## src/rtl/conv3_pkg.sv

```systemverilog
package conv3_pkg;

    typedef enum logic [1:0] {
        S_IDLE  = 2'd0,
        S_SCAN  = 2'd1,
        S_FLUSH = 2'd2
    } scan_state_e;

    localparam int TAPS = 9;

endpackage

```

## src/rtl/conv3_window.sv

```systemverilog
module conv3_window #(
    parameter int DW = 12
) (
    input  logic              clk,
    input  logic              rst_n,
    input  logic              clr,
    input  logic              shift,
    input  logic [3*DW-1:0]   col_in,
    input  logic              cut_top,
    input  logic              cut_bot,
    input  logic              cut_lft,
    input  logic              cut_rgt,
    output logic [9*DW-1:0]   taps
);

    for (genvar r = 0; r < 3; r++) begin : g_row
        logic [DW-1:0] lf_q, md_q, rt_q;
        logic          row_cut;

        always_ff @(posedge clk or negedge rst_n) begin
            if (!rst_n) begin
                lf_q <= '0;
                md_q <= '0;
                rt_q <= '0;
            end else if (clr) begin
                lf_q <= '0;
                md_q <= '0;
                rt_q <= '0;
            end else if (shift) begin
                lf_q <= md_q;
                md_q <= rt_q;
                rt_q <= col_in[r*DW +: DW];
            end
        end

        if (r == 0) begin : g_top
            assign row_cut = cut_top;
        end else if (r == 2) begin : g_bot
            assign row_cut = cut_bot;
        end else begin : g_mid
            assign row_cut = 1'b0;
        end

        assign taps[(3*r+0)*DW +: DW] = (row_cut || cut_lft) ? '0 : lf_q;
        assign taps[(3*r+1)*DW +: DW] = row_cut              ? '0 : md_q;
        assign taps[(3*r+2)*DW +: DW] = (row_cut || cut_rgt) ? '0 : rt_q;
    end

endmodule

```

## src/rtl/conv3_mac.sv

```systemverilog
module conv3_mac
    import conv3_pkg::*;
#(
    parameter int DW = 12,
    parameter int SW = 2*DW + 4
) (
    input  logic                  clk,
    input  logic                  rst_n,
    input  logic [TAPS*DW-1:0]    taps,
    input  logic [TAPS*DW-1:0]    wgts,
    output logic signed [SW-1:0]  sum
);

    localparam int PW = 2*DW;

    logic signed [PW-1:0] prod_q [TAPS];

    always_ff @(posedge clk or negedge rst_n) begin
        if (!rst_n) begin
            for (int k = 0; k < TAPS; k++) prod_q[k] <= '0;
        end else begin
            for (int k = 0; k < TAPS; k++)
                prod_q[k] <= $signed(taps[k*DW +: DW]) * $signed(wgts[k*DW +: DW]);
        end
    end

    // full-width accumulation of nine products, eight adders
    always_comb begin
        sum = '0;
        for (int k = 0; k < TAPS; k++)
            sum = sum + $signed({{(SW-PW){prod_q[k][PW-1]}}, prod_q[k]});
    end

endmodule

```

## src/rtl/conv3_post.sv

```systemverilog
module conv3_post #(
    parameter int DW   = 12,
    parameter int SW   = 2*DW + 4,
    parameter int FRAC = 11
) (
    input  logic                  clk,
    input  logic                  rst_n,
    input  logic                  clr,
    input  logic                  vld_in,
    input  logic                  last_in,
    input  logic signed [SW-1:0]  sum,
    input  logic [DW-1:0]         lim,
    input  logic                  relu,
    output logic                  out_vld,
    output logic                  out_last,
    output logic signed [DW-1:0]  out_data,
    output logic signed [DW-1:0]  gmax
);

    localparam logic signed [SW-1:0] HI   = {{(SW-DW+1){1'b0}}, {(DW-1){1'b1}}};
    localparam logic signed [SW-1:0] LO   = ~HI;
    localparam logic signed [DW-1:0] DMIN = {1'b1, {(DW-1){1'b0}}};

    logic signed [SW-1:0] rnd;
    logic signed [DW-1:0] lim_s, sat, res;

    assign rnd   = sum >>> FRAC;
    assign lim_s = $signed(lim);

    always_comb begin
        if (rnd > HI)      sat = lim_s;
        else if (rnd < LO) sat = -lim_s;
        else               sat = rnd[DW-1:0];
        res = (relu && sat[DW-1]) ? '0 : sat;
    end

    always_ff @(posedge clk or negedge rst_n) begin
        if (!rst_n) begin
            out_vld  <= 1'b0;
            out_last <= 1'b0;
            out_data <= '0;
            gmax     <= DMIN;
        end else if (clr) begin
            out_vld  <= 1'b0;
            out_last <= 1'b0;
            gmax     <= DMIN;
        end else begin
            out_vld  <= vld_in;
            out_last <= vld_in && last_in;
            if (vld_in) begin
                out_data <= res;
                if (res > gmax) gmax <= res;
            end
        end
    end

    p_gmax_covers_r9: assert property (@(posedge clk) disable iff (!rst_n)
        out_vld |-> (gmax >= out_data));

    p_relu_clean_r4: assert property (@(posedge clk) disable iff (!rst_n)
        (out_vld && relu) |-> !out_data[DW-1]);

endmodule

```

## src/rtl/conv3x3_stream.sv

```systemverilog
module conv3x3_stream
    import conv3_pkg::*;
#(
    parameter int DW    = 12,
    parameter int FRAC  = 11,
    parameter int MAP_W = 28,
    parameter int MAP_H = 28
) (
    input  logic                clk,
    input  logic                rst_n,
    input  logic                start,
    input  logic [9*DW-1:0]     weights,
    input  logic                relu_en,
    input  logic [DW-1:0]       sat_lim,
    input  logic                in_vld,
    input  logic [DW-1:0]       in_top,
    input  logic [DW-1:0]       in_mid,
    input  logic [DW-1:0]       in_bot,
    output logic                out_vld,
    output logic [DW-1:0]       out_data,
    output logic                out_last,
    output logic [DW-1:0]       gmax
);

    localparam int SW = 2*DW + 4;
    localparam int RW = (MAP_H > 1) ? $clog2(MAP_H) : 1;
    localparam int CW = (MAP_W > 1) ? $clog2(MAP_W) : 1;
    localparam logic [RW-1:0] ROW_END = RW'(MAP_H - 1);
    localparam logic [CW-1:0] COL_END = CW'(MAP_W - 1);

    scan_state_e state_q, state_d;
    logic accept, flush, shift, at_end;

    logic [RW-1:0] ir_q, cen_row_q;
    logic [CW-1:0] ic_q, cen_col_q;
    logic          cen_vld_q, cen_last_q, a_vld_q, a_last_q;

    logic [9*DW-1:0] wgt_q;
    logic            relu_q;
    logic [DW-1:0]   lim_q;

    logic [3*DW-1:0] col_in;
    logic [9*DW-1:0] taps;
    logic signed [SW-1:0] sum;
    logic signed [DW-1:0] res_data, res_max;

    assign at_end = (ir_q == ROW_END) && (ic_q == COL_END);

    // state register
    always_ff @(posedge clk or negedge rst_n) begin
        if (!rst_n) state_q <= S_IDLE;
        else        state_q <= state_d;
    end

    // next state
    always_comb begin
        state_d = state_q;
        unique case (state_q)
            S_IDLE:  if (start) state_d = S_SCAN;                  // BEGIN
            S_SCAN:  if (start) state_d = S_SCAN;                  // RESTART
                     else if (in_vld && at_end) state_d = S_FLUSH; // LASTCOL
            S_FLUSH: state_d = start ? S_SCAN : S_IDLE;            // DRAIN
            default: state_d = S_IDLE;
        endcase
    end

    // state outputs
    always_comb begin
        accept = 1'b0;
        flush  = 1'b0;
        unique case (state_q)
            S_IDLE:  ;
            S_SCAN:  accept = in_vld && !start;
            S_FLUSH: flush  = !start;
            default: ;
        endcase
        shift = accept || flush;
    end

    // scan position of the next column
    always_ff @(posedge clk or negedge rst_n) begin
        if (!rst_n) begin
            ir_q <= '0;
            ic_q <= '0;
        end else if (start) begin
            ir_q <= '0;
            ic_q <= '0;
        end else if (accept) begin
            if (ic_q == COL_END) begin
                ic_q <= '0;
                ir_q <= at_end ? '0 : ir_q + 1'b1;
            end else begin
                ic_q <= ic_q + 1'b1;
            end
        end
    end

    // per-map configuration
    always_ff @(posedge clk or negedge rst_n) begin
        if (!rst_n) begin
            wgt_q  <= '0;
            relu_q <= 1'b0;
            lim_q  <= '0;
        end else if (start) begin
            wgt_q  <= weights;
            relu_q <= relu_en;
            lim_q  <= sat_lim;
        end
    end

    // centre of the window now held in the shift register
    always_ff @(posedge clk or negedge rst_n) begin
        if (!rst_n) begin
            cen_vld_q  <= 1'b0;
            cen_last_q <= 1'b0;
            cen_row_q  <= '0;
            cen_col_q  <= '0;
        end else if (start) begin
            cen_vld_q  <= 1'b0;
            cen_last_q <= 1'b0;
        end else if (accept) begin
            cen_vld_q  <= (ir_q != '0) || (ic_q != '0);
            cen_last_q <= 1'b0;
            cen_row_q  <= (ic_q == '0) ? ir_q - 1'b1 : ir_q;
            cen_col_q  <= (ic_q == '0) ? COL_END : ic_q - 1'b1;
        end else if (flush) begin
            cen_vld_q  <= 1'b1;
            cen_last_q <= 1'b1;
            cen_row_q  <= ROW_END;
            cen_col_q  <= COL_END;
        end else begin
            cen_vld_q  <= 1'b0;
            cen_last_q <= 1'b0;
        end
    end

    // valid alongside the product register
    always_ff @(posedge clk or negedge rst_n) begin
        if (!rst_n) begin
            a_vld_q  <= 1'b0;
            a_last_q <= 1'b0;
        end else begin
            a_vld_q  <= cen_vld_q && !start;
            a_last_q <= cen_last_q && !start;
        end
    end

    assign col_in = flush ? '0 : {in_bot, in_mid, in_top};

    conv3_window #(.DW(DW)) u_window (
        .clk     (clk),
        .rst_n   (rst_n),
        .clr     (start),
        .shift   (shift),
        .col_in  (col_in),
        .cut_top (cen_row_q == '0),
        .cut_bot (cen_row_q == ROW_END),
        .cut_lft (cen_col_q == '0),
        .cut_rgt (cen_col_q == COL_END),
        .taps    (taps)
    );

    conv3_mac #(.DW(DW), .SW(SW)) u_mac (
        .clk   (clk),
        .rst_n (rst_n),
        .taps  (taps),
        .wgts  (wgt_q),
        .sum   (sum)
    );

    conv3_post #(.DW(DW), .SW(SW), .FRAC(FRAC)) u_post (
        .clk      (clk),
        .rst_n    (rst_n),
        .clr      (start),
        .vld_in   (a_vld_q),
        .last_in  (a_last_q),
        .sum      (sum),
        .lim      (lim_q),
        .relu     (relu_q),
        .out_vld  (out_vld),
        .out_last (out_last),
        .out_data (res_data),
        .gmax     (res_max)
    );

    assign out_data = res_data;
    assign gmax     = res_max;

    p_last_valid_r8: assert property (@(posedge clk) disable iff (!rst_n)
        out_last |-> out_vld);

    p_last_single_r8: assert property (@(posedge clk) disable iff (!rst_n)
        out_last |=> !out_last);

    p_flush_return_r6: assert property (@(posedge clk) disable iff (!rst_n)
        (state_q == S_FLUSH && !start) |=> (state_q == S_IDLE));

    p_idle_quiet_r11: assert property (@(posedge clk) disable iff (!rst_n)
        (state_q == S_IDLE && !start) |=> (!cen_vld_q && $stable(ir_q) && $stable(ic_q)));

    p_start_scan_r10: assert property (@(posedge clk) disable iff (!rst_n)
        start |=> (state_q == S_SCAN && ir_q == '0 && ic_q == '0));

endmodule

```

## config.mk

```make
export PLATFORM = sky130hd
export DESIGN_NAME = conv3x3_stream
export DESIGN_NICKNAME = d
export VERILOG_FILES = /design/src/rtl/conv3_pkg.sv /design/src/rtl/conv3_window.sv /design/src/rtl/conv3_mac.sv /design/src/rtl/conv3_post.sv /design/src/rtl/conv3x3_stream.sv
export SDC_FILE = /design/constraint.sdc
export NUM_CORES = 2
export LEC_CHECK = 0
export BUFFER_PORTS_ARGS = -buffer_cell sky130_fd_sc_hd__buf_2
export CAP_MARGIN = 20
export CORE_MARGIN = 4
export CORE_UTILIZATION = 50
export CTS_BUF_LIST = sky130_fd_sc_hd__clkbuf_2 sky130_fd_sc_hd__clkbuf_4 sky130_fd_sc_hd__clkbuf_8
export DETAILED_ROUTE_END_ITERATION = 7
export GPL_TIMING_DRIVEN = 0
export PLACE_DENSITY = 0.66
export SKIP_LAST_GASP = 1
export SLEW_MARGIN = 5
export SYNTH_ARGS = -nofsm -noshare
export SYNTH_HDL_FRONTEND = slang
export SYNTH_HIERARCHICAL = 1
export SYNTH_SLANG_ARGS = --single-unit
```

## constraint.sdc

```tcl
create_clock -name clk -period 8.8 [get_ports clk]
set_clock_uncertainty 0.05 [all_clocks]
set_input_delay 0.88 -clock clk [delete_from_list [all_inputs] [get_ports clk]]
set_output_delay 0.88 -clock clk [all_outputs]
set_load 0.03 [all_outputs]
```

Word level (Yosys, flattened, before mapping)

Cells that the tools add are included.

Memory bits (read-only): 0
Word-level logic and storage cells: 158
Output and inout bits: 26
Latch bits: 0
Memories kept: 0
Bits of input ports: 161
Register bits after elaboration: 497
RAM bits: 0

Bitwise operators: 1
Order comparisons: 3
Multiply operators: 9
Muxes and demuxes: 59
Equality and inequality tests: 8
Add/sub/neg operators: 13
Shift operators: 0
Reduce and logical (&&, ||, !) cells: 31
Div/mod/pow operators: 0

Operator list:

| cell                                                                           | count |
|---|---|
| 12-bit two-way mux                                                             | 32 |
| 12-bit by 12-bit multiplier with 24-bit output                                 | 9 |
| 28-bit by 24-bit adder with 28-bit output                                      | 6 |
| 5-bit two-way mux                                                              | 12 |
| 36-bit two-way mux                                                             | 1 |
| 25-bit by 24-bit adder with 26-bit output                                      | 1 |
| 24-bit by 24-bit adder with 25-bit output                                      | 1 |
| 5-bit equality test, second input constant                                     | 4 |
| 17-bit by 12-bit > comparator with 1-bit output, second input constant         | 1 |
| 17-bit by 12-bit less-than comparator with 1-bit output, second input constant | 1 |
| 5-bit zero test                                                                | 3 |
| 12-bit > comparator                                                            | 1 |
| 12-bit negation                                                                | 1 |
| 2-bit nonzero test                                                             | 6 |
| 5-bit by 1-bit adder with 5-bit output, second input constant                  | 2 |
| 1-bit two-way mux                                                              | 10 |
| 2-bit AND reduction                                                            | 5 |
| 5-bit nonzero test                                                             | 2 |
| 5-bit by 1-bit subtractor with 5-bit output, second input constant             | 2 |
| 1-bit logical AND                                                              | 7 |
| 1-bit logical OR                                                               | 6 |
| 2-bit two-way mux                                                              | 3 |
| 2-bit one-hot mux with 3 select lines                                          | 1 |
| 3-bit != test, second input constant                                           | 1 |
| other kinds (6)                                                                | 6 |

Logic depth before layout (Yosys ltp)

Word-level depth: 17
Gate-level depth with buffers: 35
Gate-level depth less buffers: 33

Cells and area by module

Netlist, hierarchy kept.

Modules (own cells, without submodules):

| module         | seq. area each (um^2) | area an instance (um^2) | cells each | instances |
|---|---|---|---|---|
| conv3_mac      | 5405.2                | 58632.5                 | 6178       | 1 |
| conv3x3_stream | 3678.5                | 6043.3                  | 435        | 1 |
| conv3_window   | 2702.6                | 4993.5                  | 456        | 1 |
| conv3_post     | 651.9                 | 1943.1                  | 210        | 1 |

Least setup slack after synthesis

No wires, ideal clock.

Kind: reg-to-reg
Start: reg u_mac/prod_q[80] (netlist bit)
End: reg u_post.gmax[10]
Period minus slack after synthesis: 7.402 ns
Library setup time: 0.125 ns
Stages on the path, launching flop included: 30
Data required time: 8.625 ns
Arrival: 7.226 ns
Path slack: 1.398 ns
Buffers on the path: 2
Cell sequence: dfrtp_1 > fa_1 > inv_1 > fa_1 > fa_1 > fa_1 > inv_1 > ha_1 > a2111o_1 > o2111ai_1 > a21oi_1 > nor2_1 > a31oi_1 > a41oi_1 > nor2b_1 > xnor2_1 > or4_1 > nor2_1 > buf_2 > mux2_2 > o211ai_1 > inv_1 > ha_1 > nand4_1 > nor2_1 > a2bb2oi_1 > mux2i_1 > o31a_1 > clkbuf_1 > a2bb2o_1

Cells in the longest elaborated chain, start to end: 12
Elaborated cells between the ends (all ways): 16
Those cells by class: add/sub: 4; order compare: 3; mux: 6; reduce/logical: 3

RTL lines:

| item                                                      | line                 | text |
|---|---|---|
| start, declared                                           | conv3_mac.sv:16      | `logic signed [PW-1:0] prod_q [TAPS];` |
| start signal, assigned by index                           | conv3_mac.sv:23      | `prod_q[k] <= $signed(taps[k*DW +: DW]) * $signed(wgts[k*DW +: DW]);` |
| 28-bit by 24-bit adder with 28-bit output * (4 in series) | conv3_mac.sv:31      | `sum = sum + $signed({{(SW-PW){prod_q[k][PW-1]}}, prod_q[k]});` |
| via sum[25]                                               | conv3x3_stream.sv:44 | `logic signed [SW-1:0] sum;` |
| 17-bit by 12-bit less-than comparator with 1-bit output   | conv3_post.sv:32     | `else if (rnd < LO) sat = -lim_s;` |
| 12-bit two-way mux                                        | conv3_post.sv:32     |  |
| 12-bit two-way mux *                                      | conv3_post.sv:31     | `if (rnd > HI) sat = lim_s;` |
| 1-bit logical AND                                         | conv3_post.sv:34     | `res = (relu && sat[DW-1]) ? '0 : sat;` |
| 12-bit two-way mux *                                      | conv3_post.sv:34     |  |
| via u_post.res[6]                                         | conv3_post.sv:25     | `logic signed [DW-1:0] lim_s, sat, res;` |
| 12-bit > comparator *                                     | conv3_post.sv:52     | `if (res > gmax) gmax <= res;` |
| 2-bit nonzero test (no source line) *                     | --                   |  |
| 2-bit AND reduction (no source line) *                    | --                   |  |
| end signal, assigned                                      | conv3_post.sv:52     |  |
| end, declared                                             | conv3_post.sv:17     | `output logic signed [DW-1:0] gmax` |

The timed path passes the listed nets; every way through them passes the cells marked *. The select of a mux whose other input is x is not followed.
A chain may end at the register's enable or synchronous reset.

Final worst setup path

Start: reg u_mac/prod_q[200] (netlist bit)
End: reg u_post.gmax[7]

Cells in the longest elaborated chain, start to end: 16
Elaborated cells between the ends (all ways): 20
Those cells by class: add/sub: 8; order compare: 3; mux: 6; reduce/logical: 3

RTL lines:

| item                                                      | line |
|---|---|
| 24-bit by 24-bit adder with 25-bit output *               | conv3_mac.sv:31 |
| 25-bit by 24-bit adder with 26-bit output *               | conv3_mac.sv:31 |
| 28-bit by 24-bit adder with 28-bit output * (6 in series) | conv3_mac.sv:31 |
| via sum[25]                                               | conv3x3_stream.sv:44 |
| 17-bit by 12-bit less-than comparator with 1-bit output   | conv3_post.sv:32 |
| 12-bit two-way mux                                        | conv3_post.sv:32 |
| 12-bit two-way mux *                                      | conv3_post.sv:31 |
| 1-bit logical AND                                         | conv3_post.sv:34 |
| 12-bit two-way mux *                                      | conv3_post.sv:34 |
| via u_post.res[6]                                         | conv3_post.sv:25 |
| 12-bit > comparator *                                     | conv3_post.sv:52 |
| 2-bit nonzero test (no source line) *                     | -- |
| 2-bit AND reduction (no source line) *                    | -- |

Marks and branches as above.

==> flow_metrics.tcl <==
set metrics [dict create \
    outcome "complete, no violations" \
    holdCritPathClass "in -> reg" \
    synthCells 7261 \
    maxSlewHeadroom 0.256 \
    drc 0 \
    port_buffers 186 \
    syn_area_per_cell_um2 9.85 \
    die_width_um 386 \
    final.min_clock_period_ns 8.53 \
    grt_pass1_vias 53059 \
    synth_nets 9339 \
    via_count 49220 \
    crit_fanout 10 \
    start_util 0.504 \
    synth_warnings 6 \
    cts_tree "yes" \
    rows 138 \
    end_kind "register" \
    clockBufferDepth 3 \
    worst_slack_ns 0.274 \
    nets 9629 \
    finalCritPeriodShare 0.969 \
    drt_iter0_drc 2907 \
    clkSlewWorstSetupHoldPaths_ns 0.07 \
    drv_slew 0 \
    setup_viol 0 \
    antenna_found_initial 12 \
    grt_max_degree 119 \
    cp.arrival_ns 9.15 \
    p_leak_uw 0.0397 \
    clk_latency_ns 0.83 \
    die_h_um 386 \
    root_buffer "clkbuf_8" \
    max_freq_mhz 117 \
    drt-pass1-iter-count 8 \
    gp_congestion 0.924 \
    die-area_um2 149000 \
    area_growth_pct 7.88 \
    power.density_nw_per_um2 401 \
    hold_viol_final 0 \
    wirelength_um 187000 \
    antenna_left 0 \
    dp_slack_ns 0.0779 \
    grt_first_pass_wirelength_um 301000 \
    max-vdd-ir-drop_mv 1.64 \
    rsz0062_at_grt "false" \
    max_stage_delay_ns 0.58 \
    cpMostUsedCell "fa_1" \
    fp.coreArea_um2 142000 \
    worst_setup_path_start_kind "register" \
    maxCapViolations 0 \
    ioPinCount 187 \
    hpwl_um 160000 \
    h-tree-depth 3 \
    cp.required_ns 9.42 \
    gr-total-overflow 0 \
    routed_via_density 5.17 \
    cts_buffers 93 \
    syn_area_um2 71500 \
    track_usage 0.264 \
    critical-path-slowest-cell "fa_1" \
    worst_pin_slew_ns 1.11 \
    wire_per_inst_um 19.7 \
    p_total_uw 31000 \
    critPathKind "reg -> reg" \
    drive_gt1_frac 0.0766 \
    cts_sinks 497 \
]
## layer usage
layer	track usage	part of all wire	vias up
li1	-	-	22171
met1	0.364	0.43	25418
met2	0.427	0.47	1326
met3	0.0452	0.062	301
met4	0.0871	0.040	4
met5	0	0.00011	-
## metrics by stage
step | utilization | TNS [ns] | instances | hold slack (ns) | instance area (µm²)
6_report | 0.544 | 0 | 9519 | 0.225 | 77100
2_1_floorplan | - | 0 | 7261 | 0.388 | 71500
3_5_place_dp | 0.529 | 0 | 9343 | 0.419 | 74900
4_1_cts | 0.544 | 0 | 9512 | 0.152 | 77100
5_1_grt | 0.544 | 0 | 9518 | 0.166 | 77100
3_3_place_gp | 0.528 | -1787.49 | 9337 | 0.408 | 74800
## final cells by class
class	count	area, µm²
Fill cell	12682	64600
Multi-Input combinational cell	4816	51700
Sequential cell	497	12400
Inverter	1673	6280
Tap cell	1890	2360
Clock buffer	133	1710
Buffer	275	1140
Timing Repair Buffer	195	1100
Clock inverter	35	394
Antenna cell	5	12.5
## cells in the final DEF, fill, tap and decap left out, types with 8 or more instances in the layout
master      instances
o21bai_1            8
xor2_1             35
mux2i_1           114
a21o_1             28
buf_4              13
o21ai_1            20
clkinvlp_4          9
a41oi_1             8
ha_1              504
o21ai_0            50
clkbuf_4           20
clkinv_1           10
mux2_2            133
and2_1            435
o31ai_1             9
o211ai_1           13
nand2_1           890
xnor2_1           217
clkinv_2           15
nor2b_1           120
a31oi_1            14
o21a_1             29
inv_1            1662
and3_1             16
clkbuf_8          114
dfrtp_1           496
nand3_1            43
nand2b_1           52
a211oi_1           14
fa_1             1413
buf_2             208
a21oi_1           135
nand4_1            14
o31a_1              8
or3_1              16
clkbuf_1          234
or2_2              10
nor2_1            310
nor3_1             41
## report_power, final
group | internal, µW | leakage (µW) | switching, µW
Sequential | 2680 | 0.00629 | 414
Clock | 1440 | 0.00109 | 1130
Combinational | 10100 | 0.0323 | 15100
Total | 14300 | 0.0397 | 16700
## timing repair
item	CTS	global route
setup buffers	0	2
endpoints found under the hold margin	48	0
resized for setup	0	13
hold buffers	1	0
endpoints found under the setup margin	0	12
## registers in the layout, summed over array words and instances (netlist names), 12 cells and up
name and flops:
lim_q 12, u_mac/prod_q 216, u_post/gmax 12, u_post/out_data 12, u_window/g_row.lf_q 36, u_window/g_row.md_q 36
u_window/g_row.rt_q 36, wgt_q 108
## final timing paths
check                                            start  slack [ns]  depth (start not counted)                               endpoint
setup / recovery           u_mac/prod_q[200]$_DFF_PN0_        0.27                         30             u_post/gmax[7]$_DFFE_PN0P_
hold / removal                             weights[54]        0.22                          2                  wgt_q[54]$_DFFE_PN0P_
setup reg to reg           u_mac/prod_q[200]$_DFF_PN0_        0.27                         30             u_post/gmax[7]$_DFFE_PN0P_
hold reg to reg                 state_q[1]$_DFFE_PN0P_        0.44                          1                 state_q[0]$_DFFE_PN0P_
max in group asynchronous                        rst_n        6.51                          4                  wgt_q[20]$_DFFE_PN0P_
min in group asynchronous                        rst_n        0.57                          2  u_window/g_row[1].md_q[8]$_DFFE_PN0P_
## worst max-delay path: cells and delay by family, from the launching register on
| kind | cells | cell delay (ns) |
|---|---|---|
| compound gates | 9 | 2.31 |
| xor+xnor | 1 | 0.10 |
| fa+ha+maj | 6 | 2.73 |
| buf+inv | 6 | 0.78 |
| flops | 1 | 0.44 |
| mux | 2 | 0.51 |
| simple gates | 6 | 1.47 |
Note: power is estimated with default switching activity, not from simulation.
